===== src/rtl/pshift_gate_gen.sv =====
module pshift_gate_gen #(
  parameter int CNT_W = 12
) (
  input  logic             clk,
  input  logic             rst_n,
  input  logic             en,
  input  logic [CNT_W-1:0] period_cmd,
  input  logic [CNT_W-1:0] phase_cmd,
  output logic             leg_a,
  output logic             leg_a_n,
  output logic             leg_b,
  output logic             leg_b_n
);

  localparam logic [CNT_W-1:0] MIN_PER = CNT_W'(2);
  localparam logic [CNT_W-1:0] ONE     = CNT_W'(1);

  logic             run_q, ga_q, gb_q;
  logic [CNT_W-1:0] cnt_q, per_q, ph_q, half_q, bcnt_q;

  logic [CNT_W-1:0] per_in, half_in, ph_in;
  logic [CNT_W-1:0] per_n, ph_n, half_n, cnt_n, hi_n;
  logic             reload, trig, a_n;

  assign per_in  = (period_cmd < MIN_PER) ? MIN_PER : period_cmd;
  assign half_in = per_in >> 1;
  assign ph_in   = (phase_cmd > per_in)  ? per_in  :
                   (phase_cmd < half_in) ? half_in : phase_cmd;

  assign reload = !run_q || (cnt_q == ONE);
  assign per_n  = reload ? per_in  : per_q;
  assign ph_n   = reload ? ph_in   : ph_q;
  assign half_n = reload ? half_in : half_q;
  assign cnt_n  = reload ? per_in  : cnt_q - ONE;
  assign hi_n   = per_n - half_n;
  assign trig   = (cnt_n == ph_n);
  assign a_n    = (cnt_n > half_n);

  always_ff @(posedge clk or negedge rst_n) begin
    if (!rst_n) begin
      run_q  <= 1'b0;
      cnt_q  <= '0;
      per_q  <= MIN_PER;
      ph_q   <= MIN_PER;
      half_q <= ONE;
      bcnt_q <= '0;
      ga_q   <= 1'b0;
      gb_q   <= 1'b0;
    end else if (!en) begin
      run_q  <= 1'b0;
      cnt_q  <= '0;
      bcnt_q <= '0;
      ga_q   <= 1'b0;
      gb_q   <= 1'b0;
    end else begin
      run_q  <= 1'b1;
      cnt_q  <= cnt_n;
      per_q  <= per_n;
      ph_q   <= ph_n;
      half_q <= half_n;
      ga_q   <= a_n;
      if (trig) begin
        gb_q   <= 1'b1;
        bcnt_q <= hi_n - ONE;
      end else if (bcnt_q != '0) begin
        gb_q   <= 1'b1;
        bcnt_q <= bcnt_q - ONE;
      end else begin
        gb_q   <= 1'b0;
      end
    end
  end

  assign leg_a   = ga_q;
  assign leg_b   = gb_q;
  assign leg_a_n = run_q & ~ga_q;
  assign leg_b_n = run_q & ~gb_q;

  AST_DISABLED_LOW: assert property (@(posedge clk) disable iff (!rst_n)
    !en |=> !(leg_a || leg_a_n || leg_b || leg_b_n));

  AST_CNT_IN_RANGE: assert property (@(posedge clk) disable iff (!rst_n)
    run_q |-> (cnt_q >= ONE) && (cnt_q <= per_q));

  AST_A_RISES_AT_TOP: assert property (@(posedge clk) disable iff (!rst_n)
    $rose(leg_a) |-> (cnt_q == per_q));

  AST_B_HOLDS_HIGH: assert property (@(posedge clk) disable iff (!rst_n)
    (run_q && bcnt_q != '0) |-> leg_b);

  AST_LEGS_OPPOSE: assert property (@(posedge clk) disable iff (!rst_n)
    (run_q && $past(en)) |-> (leg_a ^ leg_a_n) && (leg_b ^ leg_b_n));

  AST_CMD_HELD: assert property (@(posedge clk) disable iff (!rst_n)
    (run_q && $past(run_q) && cnt_q != per_q) |-> ($stable(per_q) && $stable(ph_q)));

  AST_PHASE_CLAMPED: assert property (@(posedge clk) disable iff (!rst_n)
    run_q |-> (ph_q <= per_q) && (ph_q >= half_q) && (per_q >= MIN_PER));

endmodule


===== config.mk =====
export PLATFORM = sky130hd
export DESIGN_NAME = pshift_gate_gen
export DESIGN_NICKNAME = d
export VERILOG_FILES = /design/src/rtl/pshift_gate_gen.sv
export SDC_FILE = /design/constraint.sdc
export NUM_CORES = 1
export LEC_CHECK = 0
export BUFFER_PORTS_ARGS = -buffer_cell sky130_fd_sc_hd__buf_2
export CORE_MARGIN = 3
export CORE_UTILIZATION = 45
export DETAILED_ROUTE_END_ITERATION = 12
export PLACE_DENSITY = 0.59
export SLEW_MARGIN = 25
export SYNTH_ARGS = -nofsm -noshare
export SYNTH_HDL_FRONTEND = slang
export SYNTH_SLANG_ARGS = --single-unit

===== constraint.sdc =====
create_clock -name clk -period 5 [get_ports clk]
set_input_delay 1.5 -clock clk [delete_from_list [all_inputs] [get_ports clk]]
set_output_delay 1.5 -clock clk [all_outputs]
set_load 0.02 [all_outputs]

==> impl_metrics.py <==
metrics = {
    "synthesis": {
        "synth_flop_cell": "dfrtp_1",
        "syn_area_per_cell_um2": 8.31,
        "synth_area_leaders": "dfrtp_1 (29%), ha_1 (12%), nand2_1 (9.4%)",
        "syn_nets": 693,
        "syn_inst": 617,
        "ys_ff_latch": 63,
        "synth_top_area_share_pct": 29.3,
        "synth_edf_count": 0,
        "syn_area_um2": 5130,
        "ys_warn_count": 0,
        "ys_types": 64,
        "ys_seq_area_share_pct": 30.8,
        "synthArstFlopShare_pct": 100,
        "synth_top_area_cell": "dfrtp_1",
    },
    "detailed_routing": {
        "wl_per_cell_um": 17.2,
        "drt.antenna.violating_nets": 0,
        "drt_wl_total_um": 13700,
        "drc": 0,
        "via_count": 4409,
        "drtIter0Drc": 241,
        "drtPass1Iterations": 4,
        "avgViaCountPerCell": 5.55,
    },
    "clock_network": {
        "clock_path_buffers": 2,
        "ctsHoldBuffers": 0,
        "cts_setup_buffers": 0,
        "htree_levels": 3,
        "cts-buffers-inserted": 9,
        "clock_latency_ns": 0.33,
        "clockRootBuffer": "clkbuf_16",
        "cts.sinks": 63,
        "cts_resized": 0,
        "clk_pin_slew_worst_paths_ns": 0.05,
        "cts_tree": "done",
    },
    "min_path": {
        "hold_path.class": "reg2reg",
        "hold_start": "half_q[10]",
    },
    "timing": {
        "rsz0062_at_grt": "no",
        "fmax_ghz": 0.220,
        "slew_headroom_pct": 40.8,
        "setup_tns_ns": 0,
        "period_share_pct": 90.7,
        "setup_viol": 0,
        "finalClockSkew_ns": 0.00922,
        "worstMarginPinSlew_ns": 0.888,
        "fin_crit_ns": 4.54,
        "drv_slew": 0,
        "hold_viol": 0,
        "whs_ns": 0.478,
    },
    "cells_and_area": {
        "diodes": 0,
        "layout.nets": 726,
        "multi_input_area_um2": 3290,
        "areaGrowthSynthToFinish_pct": 12.6,
        "register_area_um2": 1580,
        "final_common_cell": "nand2_1",
        "drive_gt1_share_pct": 14.0,
        "fillers": 1051,
        "final_cell_mix": "nand2_1 (129), dfrtp_1 (60), o21ai_0 (51), ha_1 (48)",
    },
    "grt": {
        "grtUsageTotal_pct": 22.5,
        "antenna_found_initial": 0,
        "grt_max_degree": 40,
        "grt_pass1_vias": 4500,
        "grt_pass1_wl_um": 22800,
        "grt_overflow": 0,
    },
    "power": {
        "p_int_mw": 1.35,
        "p_per_area_nw_per_um2": 364,
        "p_leak_nw": 2.81,
        "clockPowerShare_pct": 30.5,
        "power_mw": 2.10,
        "p_switching_mw": 0.749,
        "power_frac_seq_pct": 32.9,
        "comb_power_share_pct": 36.6,
        "irDropWorstVdd_uv": 213,
        "switching_share_pct": 35.6,
    },
    "setup_path": {
        "cpMostUsedCell": "o21ai_0",
        "slowest_stage": "nor4_2",
        "critical_path.max_fanout": 7,
        "critPathLaunch": "period_cmd[3]",
        "crit_path_end_kind": "flop",
        "required_ns": 5.22,
        "crit_type": "in2reg",
        "max_stage_delay_ns": 0.28,
        "path_cells": "buf_2, nor4_2, nand3_2, or2b_1, inv_1, nand2_1, o21ai_0, ha_1, inv_1, fa_1, nor2b_1, o21ai_0, a21oi_1, o21ai_0, nand2b_1, a21o_1, a21o_1, a31oi_1, xnor2_1, a41o_2",
        "crit_arrival_ns": 4.76,
        "worstSetupStartpointType": "input pin",
        "r2r-start": "cnt_q[6]",
    },
    "status": {
        "status": "finished clean",
    },
    "die": {
        "fp-row-count": 38,
        "fp.dieH_um": 113,
        "dieArea_um2": 12700,
        "die_w_um": 113,
        "io_pins": 31,
        "core_area_um2": 11000,
        "start_util_pct": 46.7,
    },
    "placed_design": {
        "dp_hpwl_um": 10900,
        "portBuffers": 30,
        "place.gp.congestion": 1.01,
    },
    "flow_run": {
        "maxCapViolCount": 0,
    },
}
-- flip-flops by register name, summed over array words and instances, names as in the netlist --
| register | flops |
|---|---|
| cnt_q | 12 |
| leg_a | 1 |
| run_q | 1 |
| per_q | 12 |
| half_q | 12 |
| ph_q | 12 |
| leg_b | 1 |
| bcnt_q | 12 |
-- area by class of cell --
| class | instances | share of cell area (%) |
|---|---|---|
| Clock inverter | 4 | 0.932 |
| Timing Repair Buffer | 49 | 5.07 |
| Multi-Input combinational cell | 495 | 57.1 |
| Clock buffer | 12 | 4.44 |
| Tap cell | 140 | 3.03 |
| Sequential cell | 63 | 27.4 |
| Inverter | 32 | 2.08 |
-- final timing paths --
path	endpoint	slack (ns)	cells past startpoint
min	half_q[10]	0.48	2
min reg2reg	half_q[10]	0.48	2
min in group asynchronous	per_q[2]	1.29	1
max in group asynchronous	per_q[11]	2.83	2
max	bcnt_q[10]	0.46	20
max reg2reg	bcnt_q[10]	0.90	16
-- Yosys cell counts (all sizes together) (3+ instances only) --
master / count
nand2: 130
dfrtp: 60
o21ai: 54
ha: 48
inv: 31
nor2: 29
xnor2: 27
a21oi: 26
xor2: 22
nand3: 20
a21o: 17
clkbuf: 16
mux2i: 14
nor3: 12
and2: 11
buf: 11
a21boi: 9
nand4: 9
nand2b: 8
nor4: 6
nor2b: 5
nand3b: 4
o2111ai: 4
or2: 4
a2111oi: 3
a31oi: 3
dfstp: 3
o211ai: 3
o21a: 3
o221ai: 3
-- power groups by stage --
stage	Clock (mW)	Sequential (mW)	Combinational [mW]
2_1_floorplan	0	0.678	0.587
3_3_place_gp	0	0.696	0.753
3_5_place_dp	0	0.699	0.767
4_1_cts	0.651	0.691	0.773
5_1_grt	0.673	0.705	0.877
6_report	0.640	0.691	0.770
-- worst max-delay path, delay by kind of cell --
kind	cells	cell delay, ns
AOI/OAI and AO/OA	8	1.46
adders and majority gates	2	0.42
buffers and inverters	3	0.31
and+or+nand+nor	6	0.98
xor gates and xnor gates	1	0.09
-- kinds of logic (layout without fill, tap and decap cells) --
family	after synthesis	after routing	synth area share [%]
buffers and inverters	59	97	5.07
AOI/OAI and AO/OA	139	139	18.4
DFF	63	63	30.8
and+or+nand+nor	243	243	22.2
muxes	15	15	3.02
xor gates and xnor gates	49	49	8.37
adders and majority gates	49	49	12.1
-- metrics by stage --
stage	setup WS (ns)	utilization (%)	cells	area [µm²]
global placement	0.182	49.7	779	5460
CTS	0.354	52.5	795	5770
detailed placement	0.00415	49.7	779	5460
floorplan	0.471	-	617	5130
global route	0.0712	52.6	795	5770
finish	0.463	52.6	795	5770
-- metal layers --
metal	up-vias	share of wire [%]	track usage (%)
met5	-	0	0
met4	0	2.3	7.37
met3	26	4.1	3.10
met2	110	47	37.2
met1	2070	47	30.4
li1	2203	-	-
No activity file was read; power rests on OpenSTA's default activity.
